$ cat config.mk
export PLATFORM = sky130hd
export DESIGN_NAME = prio_mask_mgr
export DESIGN_NICKNAME = d
export VERILOG_FILES = /design/src/rtl/pmm_pkg.sv /design/src/rtl/pmm_pick.sv /design/src/rtl/pmm_mask.sv /design/src/rtl/prio_mask_mgr.sv
export SDC_FILE = /design/constraint.sdc
export NUM_CORES = 1
export LEC_CHECK = 0
export ABC_AREA = 1
export ABC_CLOCK_PERIOD_IN_PS = 3200
export BUFFER_PORTS_ARGS = -buffer_cell sky130_fd_sc_hd__buf_2
export CORE_UTILIZATION = 50
export CTS_CLUSTER_DIAMETER = 50
export DETAILED_ROUTE_END_ITERATION = 10
export PLACE_DENSITY = 0.82
export SYNTH_ARGS = -nofsm -noshare
export SYNTH_HDL_FRONTEND = slang
export SYNTH_SLANG_ARGS = --single-unit
$ cat constraint.sdc
create_clock -name clk_i -period 3.2 [get_ports clk_i]
set_input_delay 0.64 -clock clk_i [delete_from_list [all_inputs] [get_ports clk_i]]
set_output_delay 0.64 -clock clk_i [all_outputs]
set_load 0.01 [all_outputs]
$ cat src/rtl/pmm_pkg.sv
package pmm_pkg;
  typedef enum logic [1:0] {
    OP_ENABLE  = 2'd0,
    OP_DISABLE = 2'd1,
    OP_LEVEL   = 2'd2,
    OP_SCAN    = 2'd3
  } pmm_op_e;

  localparam int TBL_MAXW = 1056;

  // thermometer table: entry l has bits 0..l-1 set, entries of width n
  function automatic logic [TBL_MAXW-1:0] thermo_table(int n);
    logic [TBL_MAXW-1:0] t;
    t = '0;
    for (int l = 0; l <= n; l++)
      for (int b = 0; b < l; b++)
        t[l*n + b] = 1'b1;
    return t;
  endfunction
endpackage

$ cat src/rtl/pmm_pick.sv
module pmm_pick #(
  parameter int N_SRC = 8,
  parameter int IDX_W = 4
) (
  input  logic [N_SRC-1:0] vec_i,
  output logic             hit_o,
  output logic [IDX_W-1:0] idx_o
);
  always_comb begin
    hit_o = 1'b0;
    idx_o = '0;
    for (int i = N_SRC-1; i >= 0; i--) begin
      if (vec_i[i]) begin
        hit_o = 1'b1;
        idx_o = IDX_W'(i);
      end
    end
  end
endmodule

$ cat src/rtl/pmm_mask.sv
module pmm_mask #(
  parameter int N_SRC = 8,
  parameter int LVL_W = 4,
  parameter logic [(N_SRC+1)*N_SRC-1:0] LVL_TABLE = '0
) (
  input  logic [LVL_W-1:0] lvl_i,
  input  logic [N_SRC-1:0] en_i,
  output logic [N_SRC-1:0] mask_o
);
  logic [N_SRC-1:0] entry;

  always_comb begin
    entry = '0;
    for (int l = 0; l <= N_SRC; l++)
      if (lvl_i == LVL_W'(l)) entry = LVL_TABLE[l*N_SRC +: N_SRC];
  end

  assign mask_o = entry & en_i;
endmodule

$ cat src/rtl/prio_mask_mgr.sv
module prio_mask_mgr
  import pmm_pkg::*;
#(
  parameter int N_SRC = 8,
  parameter int FIRST_BIT = 0,
  parameter int VEC_BASE = 0,
  parameter int VEC_W = 8,
  parameter logic [N_SRC-1:0] IGNORE_MASK = '1,
  localparam int LVL_W = $clog2(N_SRC+1),
  localparam int ARG_W = LVL_W + 1,
  parameter logic [(N_SRC+1)*N_SRC-1:0] LVL_TABLE =
    ((N_SRC+1)*N_SRC)'(pmm_pkg::thermo_table(N_SRC))
) (
  input  logic             clk_i,
  input  logic             rst_ni,
  input  logic             cmd_valid_i,
  input  logic [1:0]       cmd_op_i,
  input  logic [ARG_W-1:0] cmd_arg_i,
  input  logic [N_SRC-1:0] pend_i,
  output logic [LVL_W-1:0] level_o,
  output logic [N_SRC-1:0] mask_o,
  output logic             rsp_valid_o,
  output logic             rsp_err_o,
  output logic             rsp_none_o,
  output logic [LVL_W-1:0] rsp_prev_o,
  output logic [VEC_W-1:0] rsp_vec_o
);
  localparam int IDX_W = $clog2(N_SRC);
  localparam logic [N_SRC-1:0] FIRST_MASK = {N_SRC{1'b1}} << FIRST_BIT;

  logic [N_SRC-1:0] en_q, en_d, mask_q, mask_d, elig;
  logic [LVL_W-1:0] lvl_q, lvl_d, pick_idx;
  logic             pick_hit, err_d, none_d;
  logic [VEC_W-1:0] vec_d;
  pmm_op_e          op;

  assign op   = pmm_op_e'(cmd_op_i);
  assign elig = pend_i & IGNORE_MASK & FIRST_MASK;

  pmm_pick #(.N_SRC(N_SRC), .IDX_W(LVL_W)) u_pick (
    .vec_i (elig),
    .hit_o (pick_hit),
    .idx_o (pick_idx)
  );

  always_comb begin
    en_d   = en_q;
    lvl_d  = lvl_q;
    err_d  = 1'b0;
    none_d = 1'b0;
    vec_d  = '0;
    unique case (op)
      OP_ENABLE: begin
        if (cmd_arg_i < ARG_W'(N_SRC)) en_d[cmd_arg_i[IDX_W-1:0]] = 1'b1;
        else err_d = 1'b1;
      end
      OP_DISABLE: begin
        if (cmd_arg_i < ARG_W'(N_SRC)) en_d[cmd_arg_i[IDX_W-1:0]] = 1'b0;
        else err_d = 1'b1;
      end
      OP_LEVEL: begin
        if (cmd_arg_i <= ARG_W'(N_SRC)) lvl_d = cmd_arg_i[LVL_W-1:0];
      end
      OP_SCAN: begin
        if (pick_hit) begin
          lvl_d = pick_idx;
          vec_d = VEC_W'(pick_idx) + VEC_W'(VEC_BASE);
        end else begin
          none_d = 1'b1;
        end
      end
      default: ;
    endcase
  end

  pmm_mask #(.N_SRC(N_SRC), .LVL_W(LVL_W), .LVL_TABLE(LVL_TABLE)) u_mask (
    .lvl_i  (lvl_d),
    .en_i   (en_d),
    .mask_o (mask_d)
  );

  always_ff @(posedge clk_i or negedge rst_ni) begin
    if (!rst_ni) begin
      en_q        <= '0;
      lvl_q       <= LVL_W'(N_SRC);
      mask_q      <= '0;
      rsp_valid_o <= 1'b0;
      rsp_err_o   <= 1'b0;
      rsp_none_o  <= 1'b0;
      rsp_prev_o  <= '0;
      rsp_vec_o   <= '0;
    end else begin
      rsp_valid_o <= cmd_valid_i;
      if (cmd_valid_i) begin
        en_q       <= en_d;
        lvl_q      <= lvl_d;
        mask_q     <= mask_d;
        rsp_err_o  <= err_d;
        rsp_none_o <= none_d;
        rsp_prev_o <= lvl_q;
        rsp_vec_o  <= vec_d;
      end
    end
  end

  assign level_o = lvl_q;
  assign mask_o  = mask_q;

  a_r4_level_range: assert property (@(posedge clk_i) disable iff (!rst_ni)
    lvl_q <= LVL_W'(N_SRC));

  a_r5_bad_level_holds: assert property (@(posedge clk_i) disable iff (!rst_ni)
    cmd_valid_i && op == OP_LEVEL && cmd_arg_i > ARG_W'(N_SRC) |=> lvl_q == $past(lvl_q));

  a_r3_bad_index_err: assert property (@(posedge clk_i) disable iff (!rst_ni)
    cmd_valid_i && (op == OP_ENABLE || op == OP_DISABLE) && cmd_arg_i >= ARG_W'(N_SRC)
    |=> rsp_err_o && en_q == $past(en_q));

  a_r8_none_holds: assert property (@(posedge clk_i) disable iff (!rst_ni)
    rsp_valid_o && rsp_none_o |-> lvl_q == $past(lvl_q) && mask_q == $past(mask_q));

  a_r7_vec_matches_level: assert property (@(posedge clk_i) disable iff (!rst_ni)
    cmd_valid_i && op == OP_SCAN && pick_hit
    |=> rsp_vec_o == VEC_W'(lvl_q) + VEC_W'(VEC_BASE));

  a_r6_level0_blocks: assert property (@(posedge clk_i) disable iff (!rst_ni)
    lvl_q == '0 |-> mask_q == '0);

  a_r9_never_masked_bit: assert property (@(posedge clk_i) disable iff (!rst_ni)
    cmd_valid_i && op == OP_SCAN && pick_hit |-> elig[pick_idx[IDX_W-1:0]]);

  a_r10_rsp_follows_cmd: assert property (@(posedge clk_i) disable iff (!rst_ni)
    cmd_valid_i |=> rsp_valid_o);
endmodule

**After elaboration in Yosys (flattened, before gate mapping)**

Cells that the tools add are included.

- $add $sub $neg: 0
- Multiply operators: 0
- Divide/modulo/power cells: 0
- Order comparisons: 4
- Equality and inequality tests: 11
- Shift operators: 0
- Multiplexer cells: 38
- Bitwise operators: 4
- Reductions and logical operators: 3

Operators by type and width:

| cell | count |
|---|---|
| $mux 3 | 9 |
| $mux 8 | 3 |
| $mux 4 | 5 |
| $and 8x8->8 | 2 |
| $eq 4x3->1 const B | 4 |
| $pmux 8 s2 | 1 |
| $mux 1 | 14 |
| $eq 4x2->1 const B | 2 |
| $not 8->8 | 1 |
| $or 8x8->8 | 1 |
| $pmux 4 s2 | 1 |
| $mux 7 | 1 |
| $mux 6 | 1 |
| $le 5x4->1 const B | 1 |
| $lt 5x4->1 const B | 1 |
| $mux 5 | 1 |
| $eq 2x2->1 const B | 2 |
| $eq 4x1->1 const B | 1 |
| $eq 4x4->1 const B | 1 |
| $lt 3x4->1 const B | 1 |
| $demux 1 s3 | 1 |
| $ge 3x1->1 const B | 1 |
| $eq 2x1->1 const B | 1 |
| $logic_not 2->1 | 1 |
| 3 further kinds | 3 |

- Register bits: 35
- Bits in latches: 0
- Memory bits (writable): 0
- Memory bits (read-only): 0
- Input port bits: 18
- Output and inout port bits: 27
- Memories: 0

**Logic depth before layout (Yosys ltp)**

- Depth after elaboration: 20
- Depth in mapped cells: 14

**Hierarchy**

A second synthesis with hierarchy kept.

- Cells, all modules: 280
- Area, all modules: 1,894.3 um^2

Modules (own cells, without submodules):

| module | times used | cells each | area each (um^2) | seq. area each (um^2) |
|---|---|---|---|---|
| prio_mask_mgr | 1 | 226 | 1,634.1 | 777.0 |
| pmm_mask | 1 | 30 | 150.1 | 0.0 |
| pmm_pick | 1 | 24 | 110.1 | 0.0 |

**Worst setup path before layout**

No wires, ideal clock.

- Kind: input to register
- Start: input pend_i[0]
- End: register mask_q[4] (netlist: mask_o[4])
- Library setup time: 66 ps
- Arrival time: 1,624 ps
- Required time: 3,134 ps
- Slack: 1,511 ps
- Cell stages on the path: 11
- Path through: nor2_1 nand2_1 nor2_1 nand3_1 nand3b_1 nand2_2 clkinv_2 nand3_4 nand2_1 nand3_1 nand2_1

- Longest elaborated chain between the ends: 9
- Elaborated cells between the ends (all ways): 13
- Those cells by class: eq/ne (4); mux (8); bitwise (1)

Ends and longest elaborated chain:

| element | RTL line | RTL |
|---|---|---|
| start, declared | prio_mask_mgr.sv:19 | `input logic [N_SRC-1:0] pend_i,` |
| $mux 3 or $mux 1 (tied branches) | pmm_pick.sv:13 | `if (vec_i[i]) begin` |
| $mux 4 (*) | prio_mask_mgr.sv:65 | `if (pick_hit) begin` |
| $pmux 4 s2 (*) | prio_mask_mgr.sv:52 | `unique case (op)` |
| $eq 4x3->1 | pmm_mask.sv:15 | `if (lvl_i == LVL_W'(l)) entry = LVL_TABLE[l*N_SRC +: N_SRC];` |
| $mux 5 | pmm_mask.sv:15 |  |
| $mux 6 | pmm_mask.sv:15 |  |
| $mux 7 | pmm_mask.sv:15 |  |
| $mux 8 (*) | pmm_mask.sv:15 |  |
| $and 8x8->8 (*) | pmm_mask.sv:18 | `assign mask_o = entry & en_i;` |
| end signal, assigned | prio_mask_mgr.sv:97 | `mask_q <= mask_d;` |
| end, declared | prio_mask_mgr.sv:31 | `logic [N_SRC-1:0] en_q, en_d, mask_q, mask_d, elig;` |

Mark *: on every way between the ends. The rest lies on a longest branch, timed or not.
A chain may end at the register's enable or synchronous reset.

**Final worst setup path**

- Start: input cmd_valid_i
- End: register rsp_err_o

RTL lines:

| element | RTL line | RTL |
|---|---|---|
| start, declared | prio_mask_mgr.sv:16 | `input logic cmd_valid_i,` |
| end signal, assigned | prio_mask_mgr.sv:98 | `rsp_err_o <= err_d;` |
| end, declared | prio_mask_mgr.sv:23 | `output logic rsp_err_o,` |

No word-level cell between the ends.

==> impl_metrics.json <==
{
  "dr_total_vias": 1584,
  "dieArea_mm2": 0.00364,
  "first_pass_iters": 4,
  "worstSetupStartpointType": "input port",
  "synth_edf_count": 0,
  "cp_slowest_cell": "clkinv_1",
  "post_cts_buffers": 0,
  "maxSlewViolCount": 0,
  "place_ws_ns": 1.13,
  "p_total_mw": 0.899,
  "async_flop_share_pct": 100,
  "cts_resized": 0,
  "required_ns": 3.44,
  "antenna_cells": 0,
  "routed_wl_mm": 3.52,
  "critPathTopFamily": "buffers and inverters",
  "hold_buffers": 0,
  "ys_ff_latch": 30,
  "peakVddDrop_v": 0.000279,
  "p_leak_nw": 1.13,
  "netlist_area_mm2": 0.00170,
  "setup_tns_ns": 0,
  "via_per_inst": 4.81,
  "insertion_delay_ns": 0.33,
  "hp-class": "in2async",
  "fin_worst_skew_ns": 0.0142,
  "endpoint_kind": "register",
  "path_cells": "buf_2, clkinv_1, buf_4, o31ai_1",
  "critPathArrivalTime_ns": 1.99,
  "cap_violations": 0,
  "slew_headroom_pct": 56.7,
  "cts_buffers": 5,
  "std_cell_rows": 20,
  "core_area_mm2": 0.00313,
  "wl_per_cell_um": 10.7,
  "fin_cells": 329,
  "status": "complete, no violations",
  "nets": 302,
  "avgSynthCellArea_um2": 6.99,
  "cts_buffer_depth": 2,
  "critPathMaxStageDelay_ns": 0.48,
  "fmax_mhz": 570,
  "synth_warnings": 0,
  "critPathBufInv": 3,
  "grt_usage_pct": 22.7,
  "ant_nets": 0,
  "synth_cell_type_count": 28,
  "cts_sinks": 30,
  "cts_tree": "done",
  "drc_errors": 0,
  "dp.cells": 321,
  "root_buffer": "clkbuf_4",
  "whs_ns": 0.323,
  "io_pins": 45,
  "fin_crit_sh_pct": 54.8,
  "globalRouteOverflowTotal": 0,
  "place_area_mm2": 0.00191,
  "die_w_um": 60.3,
  "clk_pin_slew_ns": 0.10,
  "drive_gt1_share_pct": 22.1,
  "antenna_found_initial": 0,
  "setup_viol": 0,
  "h-tree-depth": 2,
  "grt_pass1_wl_mm": 6.11,
  "tightestPinTransition_ns": 0.649,
  "p_per_area_mw_per_mm2": 453,
  "ys_seq_area_share_pct": 44.3,
  "start_util_pct": 54.3,
  "grt_max_degree": 31,
  "drtIter0Drc": 69,
  "min_period_ns": 1.75,
  "crit_fanout": 19,
  "final_util_pct": 63.5,
  "path_class": "in2reg",
  "final_cell_area_mm2": 0.00199,
  "ys.flop_type": "dfrtp_1",
  "postLayoutSetupSlackWorst_ns": 1.45,
  "die_h_um": 60.3,
  "io_buffer_count": 39,
  "rsz0062_at_grt": "false",
  "hold_violations": 0,
  "dp_hpwl_mm": 2.69,
  "synthCells": 243,
  "area_delta_synth_final_pct": 16.9,
  "grt_pass1_vias": 1436,
  "place.gp.congestion": 0.923
}
## synth_stat cells (2+ instances only)
cell type / count / share of area (%)
nor2_2: 2 / 0.74
inv_1: 16 / 3.5
nand2_2: 3 / 1.1
nor2_1: 34 / 7.5
clkbuf_1: 4 / 0.88
dfrtp_1: 29 / 43
nand3_1: 14 / 4.1
nand2_1: 93 / 21
inv_2: 2 / 0.44
clkinv_1: 2 / 0.44
nand3b_1: 2 / 0.88
o21ai_0: 20 / 5.9
buf_4: 5 / 2.2
o21ai_1: 3 / 0.88
## sequential cells by signal, indices dropped and copies added (netlist names)
register,flops
en_q,8
level_o,4
mask_o,8
rsp_err_o,1
rsp_valid_o,1
rsp_none_o,1
rsp_vec_o,3
rsp_prev_o,4
## cells in the final DEF (no fill, tap or decap), drive strengths merged
master	instances
buf	40
o21bai	1
dfrtp	29
or2	1
nand3	16
nand4	1
nand3b	2
a21boi	1
clkinv	3
conb	5
dfstp	1
inv	18
a21oi	2
o21ai	23
clkbuf	8
nand2	96
o31ai	1
nor2	37
## area by class of cell
class | count | area [um2]
fill | 299 | 1140
tap | 44 | 55.1
clock buffer | 8 | 78.8
multi-input combinational | 186 | 818
sequential | 30 | 752
inverter | 21 | 80.1
timing repair buffer | 40 | 203
## path summary, 6_finish.rpt
| check | startpoint | end | slack [ns] | depth (start not counted) |
|---|---|---|---|---|
| max in group asynchronous | rst_ni | mask_o[1] | 2.44 | 1 |
| worst min register to register | mask_o[3] | mask_o[3] | 0.48 | 2 |
| worst min-delay path | rst_ni | rsp_prev_o[1] | 0.32 | 1 |
| worst max register to register | level_o[3] | mask_o[4] | 1.72 | 10 |
| worst max-delay path | cmd_valid_i | rsp_err_o | 1.45 | 4 |
| min in group clk_i | mask_o[3] | mask_o[3] | 0.48 | 2 |
## power by group
group          leakage, nW  switching [mW]  total [mW]  internal [mW]
clock network       0.0446           0.128       0.279          0.150
logic                0.682           0.116       0.181         0.0657
registers            0.402          0.0214       0.439          0.418
total                 1.13           0.266       0.899          0.634
## layer usage
| layer | track usage [%] | wire, um |
|---|---|---|
| met1 | 30.9 | 1780 |
| met3 | 6.06 | 203 |
| met4 | 6.31 | 46 |
| met5 | 0 | 0 |
| met2 | 35.3 | 1490 |
## cells by family (layout without fill, tap and decap cells)
logic type,count (synthesis),in the layout,share of synthesized area (%)
AND/OR/NAND/NOR,153,153,37.9
buffers and inverters,31,69,8.47
flip-flops,30,30,44.3
AO/OA/AOI/OAI,28,28,9.13
other,1,5,0.221
Note: power is estimated with default switching activity, not from simulation.
